`src/rtl/smb_regslave_pkg.sv`:
```
package smb_regslave_pkg;

    localparam int BYTE_W = 8;

    typedef enum logic [2:0] {
        PH_IDLE,
        PH_ADDR,
        PH_CMD,
        PH_COUNT,
        PH_WDATA,
        PH_RDATA,
        PH_WAIT
    } phase_e;

    typedef struct packed {
        logic start;
        logic stop;
        logic rise;
        logic fall;
        logic scl;
        logic sda;
    } bus_ev_t;

    function automatic logic [BYTE_W-1:0] merge_ro(
        input logic [BYTE_W-1:0] stored,
        input logic [BYTE_W-1:0] hw,
        input logic [BYTE_W-1:0] mask
    );
        return (stored & ~mask) | (hw & mask);
    endfunction

endpackage

```
`src/rtl/smb_bus_sync.sv`:
```
module smb_bus_sync
    import smb_regslave_pkg::*;
#(
    parameter int STAGES = 2
) (
    input  logic    clk,
    input  logic    rst,
    input  logic    scl_in,
    input  logic    sda_in,
    output bus_ev_t ev
);
    logic [STAGES-1:0] scl_pipe;
    logic [STAGES-1:0] sda_pipe;
    logic              scl_d;
    logic              sda_d;
    logic              scl_now;
    logic              sda_now;

    always_ff @(posedge clk) begin
        if (rst) begin
            scl_pipe <= '1;
            sda_pipe <= '1;
            scl_d    <= 1'b1;
            sda_d    <= 1'b1;
        end else begin
            scl_pipe <= {scl_pipe[STAGES-2:0], scl_in};
            sda_pipe <= {sda_pipe[STAGES-2:0], sda_in};
            scl_d    <= scl_pipe[STAGES-1];
            sda_d    <= sda_pipe[STAGES-1];
        end
    end

    assign scl_now  = scl_pipe[STAGES-1];
    assign sda_now  = sda_pipe[STAGES-1];

    always_comb begin
        ev.scl   = scl_now;
        ev.sda   = sda_now;
        ev.rise  = scl_now & ~scl_d;
        ev.fall  = ~scl_now & scl_d;
        ev.start = scl_now & scl_d & sda_d & ~sda_now;
        ev.stop  = scl_now & scl_d & ~sda_d & sda_now;
    end
endmodule

```
`src/rtl/smb_reg_bank.sv`:
```
module smb_reg_bank
    import smb_regslave_pkg::*;
#(
    parameter int                    NUM_REGS = 8,
    parameter logic [NUM_REGS*8-1:0] RST_VALS = '0,
    parameter logic [NUM_REGS*8-1:0] RO_MASK  = '0
) (
    input  logic                  clk,
    input  logic                  rst,
    input  logic                  wr_en,
    input  logic [7:0]            wr_ptr,
    input  logic [7:0]            wr_data,
    input  logic [7:0]            rd_ptr,
    input  logic [NUM_REGS*8-1:0] hw_status,
    output logic [NUM_REGS*8-1:0] view,
    output logic [NUM_REGS*8-1:0] store,
    output logic [7:0]            rd_data
);
    localparam logic [7:0] NREG8 = 8'(NUM_REGS);
    localparam int         IDX_W = (NUM_REGS > 1) ? $clog2(NUM_REGS) : 1;

    logic [7:0] view_a [NUM_REGS];

    for (genvar g = 0; g < NUM_REGS; g++) begin : g_reg
        localparam logic [7:0] MSK = RO_MASK[g*8 +: 8];
        localparam logic [7:0] RV  = RST_VALS[g*8 +: 8];
        logic [7:0] q;

        always_ff @(posedge clk) begin
            if (rst)
                q <= RV & ~MSK;
            else if (wr_en && wr_ptr == 8'(g))
                q <= wr_data & ~MSK;
        end

        assign store[g*8 +: 8] = q;
        assign view_a[g]       = merge_ro(q, hw_status[g*8 +: 8], MSK);
        assign view[g*8 +: 8]  = view_a[g];
    end

    assign rd_data = (rd_ptr < NREG8) ? view_a[rd_ptr[IDX_W-1:0]] : 8'h00;
endmodule

```
`src/rtl/smb_regslave.sv`:
```
module smb_regslave
    import smb_regslave_pkg::*;
#(
    parameter logic [6:0]            DEV_ADDR    = 7'h69,
    parameter int                    NUM_REGS    = 8,
    parameter int                    SYNC_STAGES = 2,
    parameter logic [NUM_REGS*8-1:0] RST_VALS    = 64'h1830_0F00_00FF_FEFF,
    parameter logic [NUM_REGS*8-1:0] RO_MASK     = 64'h0007_0000_0000_0000
) (
    input  logic                  clk,
    input  logic                  rst,
    input  logic                  scl_in,
    input  logic                  sda_in,
    input  logic                  no_count,
    input  logic [NUM_REGS*8-1:0] hw_status,
    output logic                  sda_pull,
    output logic [NUM_REGS*8-1:0] regs_out
);
    localparam logic [7:0] NREG8 = 8'(NUM_REGS);

    bus_ev_t               ev;
    logic                  scl_sync;
    phase_e                phase;
    logic [3:0]            bitn;
    logic                  ack_phase;
    logic                  slave_ack;
    logic [7:0]            sr;
    logic [7:0]            ptr;
    logic                  block_mode;
    logic                  send_count;
    logic                  wr_en;
    logic [7:0]            wr_ptr;
    logic [7:0]            wr_data;
    logic [7:0]            rd_data;
    logic [7:0]            tx_byte;
    logic [2:0]            bit_sel;
    logic [NUM_REGS*8-1:0] store;

    smb_bus_sync #(.STAGES(SYNC_STAGES)) u_sync (
        .clk    (clk),
        .rst    (rst),
        .scl_in (scl_in),
        .sda_in (sda_in),
        .ev     (ev)
    );

    smb_reg_bank #(
        .NUM_REGS (NUM_REGS),
        .RST_VALS (RST_VALS),
        .RO_MASK  (RO_MASK)
    ) u_bank (
        .clk       (clk),
        .rst       (rst),
        .wr_en     (wr_en),
        .wr_ptr    (wr_ptr),
        .wr_data   (wr_data),
        .rd_ptr    (ptr),
        .hw_status (hw_status),
        .view      (regs_out),
        .store     (store),
        .rd_data   (rd_data)
    );

    assign scl_sync = ev.scl;
    assign tx_byte  = send_count ? NREG8 : rd_data;
    assign bit_sel  = 3'd7 - bitn[2:0];

    always_ff @(posedge clk) begin
        if (rst) begin
            phase      <= PH_IDLE;
            bitn       <= '0;
            ack_phase  <= 1'b0;
            slave_ack  <= 1'b0;
            sr         <= '0;
            ptr        <= '0;
            block_mode <= 1'b0;
            send_count <= 1'b0;
            sda_pull   <= 1'b0;
            wr_en      <= 1'b0;
            wr_ptr     <= '0;
            wr_data    <= '0;
        end else begin
            wr_en <= 1'b0;
            if (ev.start) begin
                phase     <= PH_ADDR;
                bitn      <= '0;
                ack_phase <= 1'b0;
                slave_ack <= 1'b0;
                sda_pull  <= 1'b0;
            end else if (ev.stop) begin
                phase     <= PH_IDLE;
                ack_phase <= 1'b0;
                sda_pull  <= 1'b0;
            end else if (phase != PH_IDLE && phase != PH_WAIT) begin
                if (ev.rise) begin
                    if (ack_phase) begin
                        if (!slave_ack && phase == PH_RDATA) begin
                            if (ev.sda)
                                phase <= PH_WAIT;
                            else if (send_count)
                                send_count <= 1'b0;
                            else if (ptr != 8'hFF)
                                ptr <= ptr + 8'd1;
                        end
                    end else if (bitn < 4'd8) begin
                        sr   <= {sr[6:0], ev.sda};
                        bitn <= bitn + 4'd1;
                    end
                end else if (ev.fall) begin
                    if (ack_phase) begin
                        ack_phase <= 1'b0;
                        bitn      <= '0;
                        sda_pull  <= (phase == PH_RDATA) ? ~tx_byte[7] : 1'b0;
                    end else if (bitn == 4'd8) begin
                        ack_phase <= 1'b1;
                        slave_ack <= (phase != PH_RDATA);
                        sda_pull  <= 1'b1;
                        case (phase)
                            PH_ADDR: begin
                                if (sr[7:1] != DEV_ADDR) begin
                                    sda_pull <= 1'b0;
                                    phase    <= PH_WAIT;
                                end else if (sr[0]) begin
                                    phase      <= PH_RDATA;
                                    send_count <= block_mode;
                                end else begin
                                    phase <= PH_CMD;
                                end
                            end
                            PH_CMD: begin
                                block_mode <= ~sr[7];
                                ptr        <= sr[7] ? {1'b0, sr[6:0]} : 8'h00;
                                phase      <= (!sr[7] && !no_count) ? PH_COUNT : PH_WDATA;
                            end
                            PH_COUNT: phase <= PH_WDATA;
                            PH_WDATA: begin
                                wr_en   <= 1'b1;
                                wr_ptr  <= ptr;
                                wr_data <= sr;
                                if (ptr != 8'hFF)
                                    ptr <= ptr + 8'd1;
                            end
                            default: sda_pull <= 1'b0;
                        endcase
                    end else if (phase == PH_RDATA && bitn != 4'd0) begin
                        sda_pull <= ~tx_byte[bit_sel];
                    end
                end
            end
        end
    end
endmodule

```
`config.mk`:
```
export PLATFORM = sky130hd
export DESIGN_NAME = smb_regslave
export DESIGN_NICKNAME = d
export VERILOG_FILES = /design/src/rtl/smb_regslave_pkg.sv /design/src/rtl/smb_bus_sync.sv /design/src/rtl/smb_reg_bank.sv /design/src/rtl/smb_regslave.sv
export SDC_FILE = /design/constraint.sdc
export NUM_CORES = 1
export LEC_CHECK = 0
export CORE_ASPECT_RATIO = 0.75
export CORE_MARGIN = 1.5
export CORE_UTILIZATION = 50
export CTS_CLUSTER_DIAMETER = 80
export DETAILED_ROUTE_END_ITERATION = 10
export PLACE_DENSITY = 0.8
export SLEW_MARGIN = 20
export SYNTH_ARGS = -nofsm -noshare
export SYNTH_HDL_FRONTEND = slang
export SYNTH_SLANG_ARGS = --single-unit
```
`constraint.sdc`:
```
create_clock -name clk -period 2.6 [get_ports clk]
set_input_delay 0.52 -clock clk [delete_from_list [all_inputs] [get_ports clk]]
set_output_delay 0.52 -clock clk [all_outputs]
set_load 0.01 [all_outputs]
```
# After elaboration in Yosys (flattened, before gate mapping)
# Cells that the tools add are included.
dict set report classes {
  addsub 3
  n_mul 0
  n_div 0
  n_lt_le_gt_ge 4
  n_eq_ne 30
  n_shift 0
  mux 56
  bitwise_logic 23
  n_reduce_logical 45
}
# op count
set ops {}
lappend ops {{$mux 8} 13}
lappend ops {{$eq 8x3->1 const B} 4}
lappend ops {{$reduce_and 8->1} 4}
lappend ops {{$mux 3} 10}
lappend ops {{$bmux 8 s3} 1}
lappend ops {{$mux 1} 22}
lappend ops {{$mux 4} 5}
lappend ops {{$reduce_and 6->1} 3}
lappend ops {{$eq 8x2->1 const B} 2}
lappend ops {{$pmux 8 s2} 1}
lappend ops {{$reduce_bool 4->1} 4}
lappend ops {{$not 1->1} 14}
lappend ops {{$logic_and 1x1->1} 12}
lappend ops {{$ne 4x1->1 const B} 3}
lappend ops {{$reduce_and 12->1} 1}
lappend ops {{$reduce_bool 3->1} 4}
lappend ops {{$reduce_and 11->1} 1}
lappend ops {{$ne 2x2->1 const B} 5}
lappend ops {{$reduce_bool 2->1} 5}
lappend ops {{$pmux 3 s3} 1}
lappend ops {{$add 8x1->8 const B} 1}
lappend ops {{$eq 8x1->1 const B} 1}
lappend ops {{$logic_not 8->1} 1}
lappend ops {{$lt 8x4->1 const B} 1}
lappend ops {{27 further kinds} 42}
dict set report totals {
  reg_bits 112
  latchBits 0
  ram_bits 0
  romBits 0
  in_bits 69
  output_inout_bits 65
  wordCells 186
  mem_count 0
}

# Longest topological paths before layout
# Gate-level depths: netlist (run 1).
dict set report logic_depth {
  word_depth 12
  depth_mapped 12
  mapped_depth_nobuf 10
}

# Hierarchy
# From an unflattened synthesis (run 1), not the netlist that was laid out.
dict set report unflattened {
  hier_cells 640
  area_unflattened_um2 6059.6
}
# module instances cells_per_inst area_each_um2 seq_area_each_um2
set modules_own_cells {}
lappend modules_own_cells {smb_reg_bank 1 340 3420.8 1221.2}
lappend modules_own_cells {smb_regslave 1 282 2433.6 900.9}
lappend modules_own_cells {smb_bus_sync 1 18 205.2 120.1}

# Least setup slack after synthesis (run 1)
# Ideal clock, no wire load.
dict set report synth_path {
  path_type {flip-flop to flip-flop}
  from {reg bitn[0]}
  to {reg phase[0]}
  setup_ps 131
  arrival_time_ps 2104
  t_required_ps 2469
  setup_slack_ps 364
  path_stages_with_launch 9
  path_buffers 2
  synth_period_minus_slack_ps 2236
  path_cell_list {dfxtp_1 -> buf_6 -> or4b_1 -> buf_2 -> or4b_4 -> a21oi_2 -> o21ai_1 -> a211oi_1 -> a311oi_1}
}
dict set report synth_via {
  elab_chain_cells 3
}
# element line
set synth_rtl {}
lappend synth_rtl {{from (decl)} smb_regslave.sv:24} ;# logic [3:0] bitn;
lappend synth_rtl {{from (signal assigned)} smb_regslave.sv:107} ;# bitn <= bitn + 4'd1;
lappend synth_rtl {{$eq 4x4->1} smb_regslave.sv:114} ;# end else if (bitn == 4'd8) begin
lappend synth_rtl {{$reduce_bool 4->1 (no line)} -}
lappend synth_rtl {{$reduce_and 8->1 (no line)} -}
lappend synth_rtl {{to (signal assigned)} smb_regslave.sv:133} ;# phase <= (!sr[7] && !no_count) ? PH_COUNT : PH_WDATA;
lappend synth_rtl {{to (decl)} smb_regslave.sv:23} ;# phase_e phase;
# Every way passes these cells.
# A chain may end at the register's enable or synchronous reset.

# Final worst setup path (run 1)
dict set report layout_path {
  from {reg ptr[3]}
  to {reg sda_pull}
}
dict set report layout_via {
  elab_chain_cells 9
  elab_cells_between_ends 11
  cone_classes {order compare: 1; mux: 8; bitwise: 2}
}
# element line
set layout_rtl {}
lappend layout_rtl {{from (decl)} smb_regslave.sv:28} ;# logic [7:0] ptr;
lappend layout_rtl {{from (signal assigned)} smb_regslave.sv:103} ;# ptr <= ptr + 8'd1;
lappend layout_rtl {{from (signal assigned)} smb_regslave.sv:132} ;# ptr <= sr[7] ? {1'b0, sr[6:0]} : 8'h00;
lappend layout_rtl {{from (signal assigned)} smb_regslave.sv:141} ;# ptr <= ptr + 8'd1;
lappend layout_rtl {{$lt 8x4->1 (*)} smb_reg_bank.sv:41} ;# assign rd_data = (rd_ptr < NREG8) ? view_a[rd_ptr[IDX_W-1:0]] : 8'h00;
lappend layout_rtl {{$mux 8 (*)} smb_reg_bank.sv:41}
lappend layout_rtl {{$mux 8 (*)} smb_regslave.sv:65} ;# assign tx_byte = send_count ? NREG8 : rd_data;
lappend layout_rtl {{$bmux 1 s3} smb_regslave.sv:146} ;# sda_pull <= ~tx_byte[bit_sel];
lappend layout_rtl {{$mux 1 (not written as such)} smb_regslave.sv:146}
lappend layout_rtl {{$not 1->1} smb_regslave.sv:146}
lappend layout_rtl {{$mux 1} smb_regslave.sv:145} ;# end else if (phase == PH_RDATA && bitn != 4'd0) begin
lappend layout_rtl {{$mux 1} smb_regslave.sv:114}
lappend layout_rtl {{$mux 1 (*)} smb_regslave.sv:110} ;# if (ack_phase) begin
lappend layout_rtl {{to (signal assigned)} smb_regslave.sv:113} ;# sda_pull <= (phase == PH_RDATA) ? ~tx_byte[7] : 1'b0;
lappend layout_rtl {{to (signal assigned)} smb_regslave.sv:146}
lappend layout_rtl {{to (decl)} smb_regslave.sv:16} ;# output logic sda_pull,
# Every way passes the cells marked *; elsewhere a longest branch is shown, timed or not. The select of a mux whose other input is x is not followed.

==> results of run 1 <==
-- worst min path at each step --
stage | end | slack [ns] | from | cells after the start
6_report | u_sync.sda_pipe[1]$_SDFF_PP1_ | 0.41 | u_sync.sda_pipe[0]$_SDFF_PP1_ | 1
5_1_grt | u_sync.scl_pipe[1]$_SDFF_PP1_ | 0.44 | u_sync.scl_pipe[0]$_SDFF_PP1_ | 1
4_1_cts | u_sync.scl_pipe[1]$_SDFF_PP1_ | 0.42 | u_sync.scl_pipe[0]$_SDFF_PP1_ | 1
3_5_place_dp | u_sync.scl_pipe[1]$_SDFF_PP1_ | 0.40 | u_sync.scl_pipe[0]$_SDFF_PP1_ | 1
3_3_place_gp | u_sync.scl_pipe[1]$_SDFF_PP1_ | 0.39 | u_sync.scl_pipe[0]$_SDFF_PP1_ | 1
2_1_floorplan | u_sync.scl_pipe[1]$_SDFF_PP1_ | 0.39 | u_sync.scl_pipe[0]$_SDFF_PP1_ | 1
-- critical path: stages, from the launching register on --
cell,delay (ns)
dfxtp_1,0.35
or4_1,0.60
nor3_1,0.44
a21boi_0,0.23
o32a_1,0.39
a31oi_1,0.22
o22ai_1,0.12
-- sequential cells by signal (all words and copies together), names as in the netlist, 2 cells and up --
register and flops:
wr_data 8, u_sync.sda_pipe 2, u_sync.scl_pipe 2, sr 8
ptr 8, u_bank.g.q 61, wr_ptr 8, phase 3
bitn 4
-- cell type report --
class | count | area, µm²
clock buffers | 11 | 243
clock inverters | 5 | 63.8
fillers | 927 | 4210
inverters | 18 | 67.6
multi-input cells | 442 | 2970
flip-flops and latches | 112 | 2240
well taps | 140 | 175
repair buffers | 99 | 931
-- cells by family after synthesis --
family,Yosys count,synth area share [%]
simple gates,257,23.0
fa+ha+maj,8,1.80
buf+inv,70,6.56
xor+xnor,2,0.315
mux,75,15.2
flops,112,40.3
compound gates,100,12.9
-- power breakdown --
part	switching [W]	leakage, nW	internal [W]
registers	0.00000321	0.904	0.00172
logic	0.0000579	1.51	0.0000389
clock network	0.000656	0.146	0.000782
-- placed cells by master, fill, tap and decap left out, types with 7 or more instances in the layout --
master / n
clkbuf_16: 9
a211o_1: 11
or2_2: 9
nand2_1: 55
a31oi_1: 12
nand3b_1: 23
nand3_1: 32
dfxtp_1: 112
buf_4: 26
nor2_1: 83
inv_1: 17
a21oi_1: 21
clkdlybuf4s50_1: 71
a211oi_1: 9
nor3_1: 10
nand2b_1: 7
mux2i_1: 62
mux4_2: 7
ha_1: 8
-- per-layer routing --
metal  track usage [%]  vias up
met5                 0        -
met4              7.48        0
met3              7.31       33
met2              40.0      260
met1              35.2     2349
li1                  -     2332
-- synthesized netlist by cell type, types with 7 or more instances --
library cell | n | area, µm²
nor2_1 | 83 | 312
nor3_1 | 10 | 50.1
nand3_1 | 32 | 160
nand3b_1 | 23 | 173
a31oi_1 | 12 | 75.1
a211o_1 | 11 | 96.3
ha_1 | 8 | 100
a211oi_1 | 9 | 67.6
or2_2 | 9 | 56.3
dfxtp_1 | 112 | 2240
nand2_1 | 55 | 206
buf_6 | 10 | 113
inv_1 | 17 | 63.8
mux2i_1 | 62 | 621
mux4_2 | 7 | 158
clkbuf_1 | 28 | 105
nand2b_1 | 7 | 43.8
a21oi_1 | 21 | 105
-- metrics by stage --
step           worst slack (ns)  cell area [µm²]
2_1_floorplan             0.364             5570
3_3_place_gp              0.305             6380
3_5_place_dp              0.159             6380
4_1_cts                   0.161             6690
5_1_grt                  0.0357             6690
6_report                  0.126             6690
==> summary.txt, run 1 <==
Outcome
  • Status: finished, final reports clean

Setup path
  • RR Endpoint: sda_pull$_SDFFE_PP0P_
  • CP startpoint: ptr[3]$_SDFFE_PP0P_
  • Critical path launch point type: register
  • Worst r2r src: ptr[3]$_SDFFE_PP0P_
  • Crit Path Category: reg2reg
  • Setup crit end: sda_pull$_SDFFE_PP0P_
  • Crit path DAT: around 2.7 ns
  • FF-to-FF path depth: 6
  • Reg-to-reg slack, setup: ~0.13 ns
  • Crit path max fanout: 6
  • CP Capture Type: register
  • Worst path required time: 2.83 ns

Yosys
  • Sequential area share after synthesis: 40.3%
  • Synthesized area: 5570 µm²
  • Syn_area_per_cell: 8.92 µm²
  • Synth Flop Type: dfxtp_1
  • Cells after Synth: 624
  • Async S/R FF share, synth: 0%
  • Seq cells post-synth: 112
  • Synth Warn #: 0
  • Net count after synthesis: 701
  • EDFF count, synth: 0
  • Synth unique cells: 67

Timing
  • Fin crit period: 2.47 ns
  • Worst hold slack: 0.414 ns
  • Final setup viols: 0
  • Relative max-transition margin: 29.3%
  • RSZ-0062 raised after global routing: no
  • Fin crit share: 95.1%
  • Final hold violation count: 0
  • Max Clock Freq: 404 MHz
  • Setup TNS: 0 ns
  • Least-Margin Pin Slew: 1.06 ns
  • Skew final: 0.00537 ns
  • Slew Limit Fails: 0

CTS
  • Hold buffers post-CTS: 0
  • Post-CTS setup buffer count: 0
  • Clock Pin Slew Worst Setup and Hold Paths: 0.07 ns
  • Sink Count: around 110
  • PostCTS Resize Cnt: 0
  • Later-pin clock latency in the skew report: 0.35 ns
  • CTS root buf: clkbuf_16
  • H-tree depth: 3
  • Num CTS Buffers: 9
  • CTS tree: built
  • CTS Buffer Depth: 2

Route
  • M1 WL: 6670 µm
  • DR top layer: met4
  • Routed Antenna Nets: 0
  • Detailed router's first-iteration violation count: approximately 490
  • Detailed-route wire length: 14900 µm
  • Pre-antenna DRT Iters: 5
  • DRC violations left: 0
  • Met2 WL: 6540 µm
  • Avg WL per Cell: 18.1 µm
  • Via density: 6.01
  • Met3 Wirelength: around 1500 µm
  • Via Count: 4974

Power
  • Power Density: just under 500 nW/µm²
  • Static leakage: 2.56 nW
  • Pwr Total: 0.00326 W
  • Maximum vdd drop: ~0.00034 V

Floorplanning
  • # rows: 33
  • Core area: 10900 µm²
  • Die Wd: between 100 and 150 µm
  • # IOs: 134
  • Initial Util: 51.1%
  • Area of the die: approximately 12000 µm²
  • Die H: 94.4 µm

Run
  • MaxCap Viol Count: 0

Placement
  • Placed cell count: 811
  • Port Buffer Count: 72
  • Placer congestion estimate: 0.900
  • Post-DP HPWL: between 10000 and 15000 µm

Finish
  • Nets: 759
  • Antenna fix cells: 0
  • Fin cells: approximately 830
  • Share of cells above drive strength 1: 11.4%
  • Layout Utilization: 61.4%
  • Synth-to-Final Area Change: 20.1%

Min path
  • HP Class: reg2reg

Global routing
  • GRT Util Overall: between 20% and 30%
  • Global-route wire length before repair: 24200 µm
  • Vias in the first global route: 4707
  • Initial antenna violation count: 0
  • Largest net degree at the start of global routing: 72
  • Grt total ovfl: 0
Note: power is estimated with default switching activity, not from simulation.
==> inputs of run 2 (changes only) <==
Settings changed: GPL_TIMING_DRIVEN from default to 0.
==> run 2 against run 1 <==
- critical path depth rose by 2
- count of clock-buffer cells in the layout fell by 1
- cell count grew 3.1%
- highest routed layer unchanged
==> summary.txt, run 2 (synthesis results as in run 1) <==
Timing
  • Skew final: 0.00658 ns (+0.00121 ns)
  • Relative max-transition margin: 38.5% (+9.2 points)
  • Slew Limit Fails: 0 (unchanged)
  • Least-Margin Pin Slew: 0.915 ns (-0.142 ns)
  • Fin crit share: 96.1% (+0.91 points)
  • Worst hold slack: 0.413 ns (-0.000854 ns)
  • RSZ-0062 raised after global routing: no
  • Final hold violation count: 0 (unchanged)
  • Fin crit period: 2.50 ns (+0.0237 ns)
  • Final setup viols: 0 (unchanged)
  • Max Clock Freq: 400 MHz (-0.95%)

Finish
  • Max reg flops: 61 (unchanged)
  • Layout Utilization: 62.5% (+1.1 points)
  • Share of cells above drive strength 1: 10.9% (-0.41 points)
  • Antenna fix cells: 0 (unchanged)
  • Most frequent cells in the layout: dfxtp_1, nor2_1, clkdlybuf4s50_1, mux2i_1, nand2_1
  • Nets: 787 (+3.7%)
  • Fin cells: 853 (+3.1%)
  • Largest register by flop count: u_bank.g.q
  • Synth-to-Final Area Change: 22.3%
  • Finished layout cell area: 6810 µm² (+1.8%)
  • Commonest non-fill, non-tap cell in the layout: dfxtp_1

Floorplanning
  • Core area: 10900 µm² (unchanged)
  • Die Wd: 125 µm (unchanged)
  • # rows: 33 (unchanged)
  • Area of the die: 11800 µm² (unchanged)
  • # IOs: 134 (unchanged)
  • Die H: 94.4 µm (unchanged)
  • Initial Util: 51.1% (unchanged)

Route
  • Via Count: 5229 (+5.1%)
  • Via density: 6.13 (+1.9%)
  • Routed Antenna Nets: 0 (unchanged)
  • Pre-antenna DRT Iters: 7 (+2)
  • DRC violations left: 0 (unchanged)
  • Avg WL per Cell: 19.4 µm (+7.6%)
  • Detailed-route wire length: 16600 µm (+11%)
  • Detailed router's first-iteration violation count: 538 (+10%)

Setup path
  • Crit path DAT: 2.78 ns (+0.08 ns)
  • CP Capture Type: register
  • Crit path max fanout: 10 (+4)
  • Critical path launch point type: register
  • Crit Path Category: reg2reg
  • Worst path required time: 2.88 ns (+0.05 ns)

Power
  • Power Density: 473 nW/µm² (-2.9%)
  • Pwr Total: 0.00322 W (-1.1%)
  • Switch share: 22.1% (+0.043 points)
  • Maximum vdd drop: 0.000330 V (-3.6%)
  • Static leakage: 2.58 nW (+0.72%)
  • Seq pwr share: 53.5% (+0.6 points)
  • Comb power frac: 3.7% (+0.7 points)
  • Sw power: 0.000711 W (-0.95%)
  • Cell internal pwr: 0.00251 W (-1.2%)
  • Clock share of power: 42.8% (-1.4 points)

Placement
  • Placed Area: 6470 µm² (+1.4%)
  • Placer congestion estimate: 0.903 (+0.27%)
  • Post-DP HPWL: 12000 µm (+14%)
  • Port Buffer Count: 72 (unchanged)
  • Placed cell count: 836 (+3.1%)

Global routing
  • Largest net degree at the start of global routing: 18 (-75%)
  • GRT Util Overall: 28.2% (+2.4 points)
  • Initial antenna violation count: 0 (unchanged)
  • Global-route wire length before repair: 25900 µm (+7.1%)
  • Grt total ovfl: 0 (unchanged)
  • Vias in the first global route: 4903 (+4.2%)

CTS
  • Clock Pin Slew Worst Setup and Hold Paths: 0.07 ns (about the same)
  • CTS root buf: clkbuf_16
  • Sink Count: 112 (unchanged)
  • CTS Buffer Depth: 2 (unchanged)
  • Later-pin clock latency in the skew report: 0.36 ns (about the same)
  • Hold buffers post-CTS: 0 (unchanged)
  • Num CTS Buffers: 9 (unchanged)
  • CTS tree: built
  • H-tree depth: 3 (unchanged)

Outcome
  • Status: finished, final reports clean

Min path
  • HP Class: reg2reg

Run
  • MaxCap Viol Count: 0 (unchanged)
run 2: changes by cell type in the layout (fill, tap and decap cells not counted), sizes merged:
cell,change
clkinvlp,+1
dlygate4sd3,+1
clkdlybuf4s50,+1
clkinv,-3
inv,+1
buf,-3
clkbuf,+28
run 2: layout make-up:
type / instances / area, µm²
sequential: 112 / 2240
clock inverter: 4 / 55.1
multi-input combinational: 442 / 2990
fill: 925 / 4090
clock buffer: 10 / 229
inverter: 18 / 71.3
tap: 140 / 175
buffer: 52 / 299
timing repair buffer: 75 / 743
run 2: layer usage:
layer  global-route usage, %  up-vias  routed length [µm]
met3                    6.23       43                1700
met1                    39.4     2498                7270
met5                       0        -                   0
met2                    43.3      305                7230
met4                    9.85        0                 390
li1                        -     2383                   -
run 2: worst max-delay path, cell delays in order (launching register included):
cell and delay, ns:
dfxtp_1 0.35, clkbuf_1 0.40, buf_1 0.50, mux4_2 0.41, mux2i_1 0.31, nand2_1 0.10, nand4_1 0.10, a31oi_1 0.10
o22ai_1 0.14
run 2: per-stage QoR:
step | setup WS, ns | TNS, ns
5_1_grt | 0.0107 | 0
6_report | 0.103 | 0
2_1_floorplan | 0.364 | 0
3_3_place_gp | -0.0436 | -0.128
4_1_cts | 0.0820 | 0
3_5_place_dp | -0.0495 | -0.126
run 2: worst paths after layout:
check                           startpoint                             to  slack [ns]  cells past startpoint
min reg2reg  u_sync.scl_pipe[0]$_SDFF_PP1_  u_sync.scl_pipe[1]$_SDFF_PP1_        0.41                      1
min          u_sync.scl_pipe[0]$_SDFF_PP1_  u_sync.scl_pipe[1]$_SDFF_PP1_        0.41                      1
max                    ptr[1]$_SDFFE_PP0P_          sda_pull$_SDFFE_PP0P_        0.10                      8
max reg2reg            ptr[1]$_SDFFE_PP0P_          sda_pull$_SDFFE_PP0P_        0.10                      8
run 2: timing repair:
action	in CTS	in global routing
setup buffers	2	1
pin swaps	1	0
gates resized for setup	1	7
endpoints found under the setup margin	15	49
run 2: power by group through the flow:
stage	sequential, W	clock (W)	combinational (W)
2_1_floorplan	0.00176	0	0.0000688
4_1_cts	0.00172	0.00139	0.000114
5_1_grt	0.00172	0.00145	0.000125
6_report	0.00172	0.00138	0.000118
3_5_place_dp	0.00176	0	0.000114
3_3_place_gp	0.00176	0	0.000110
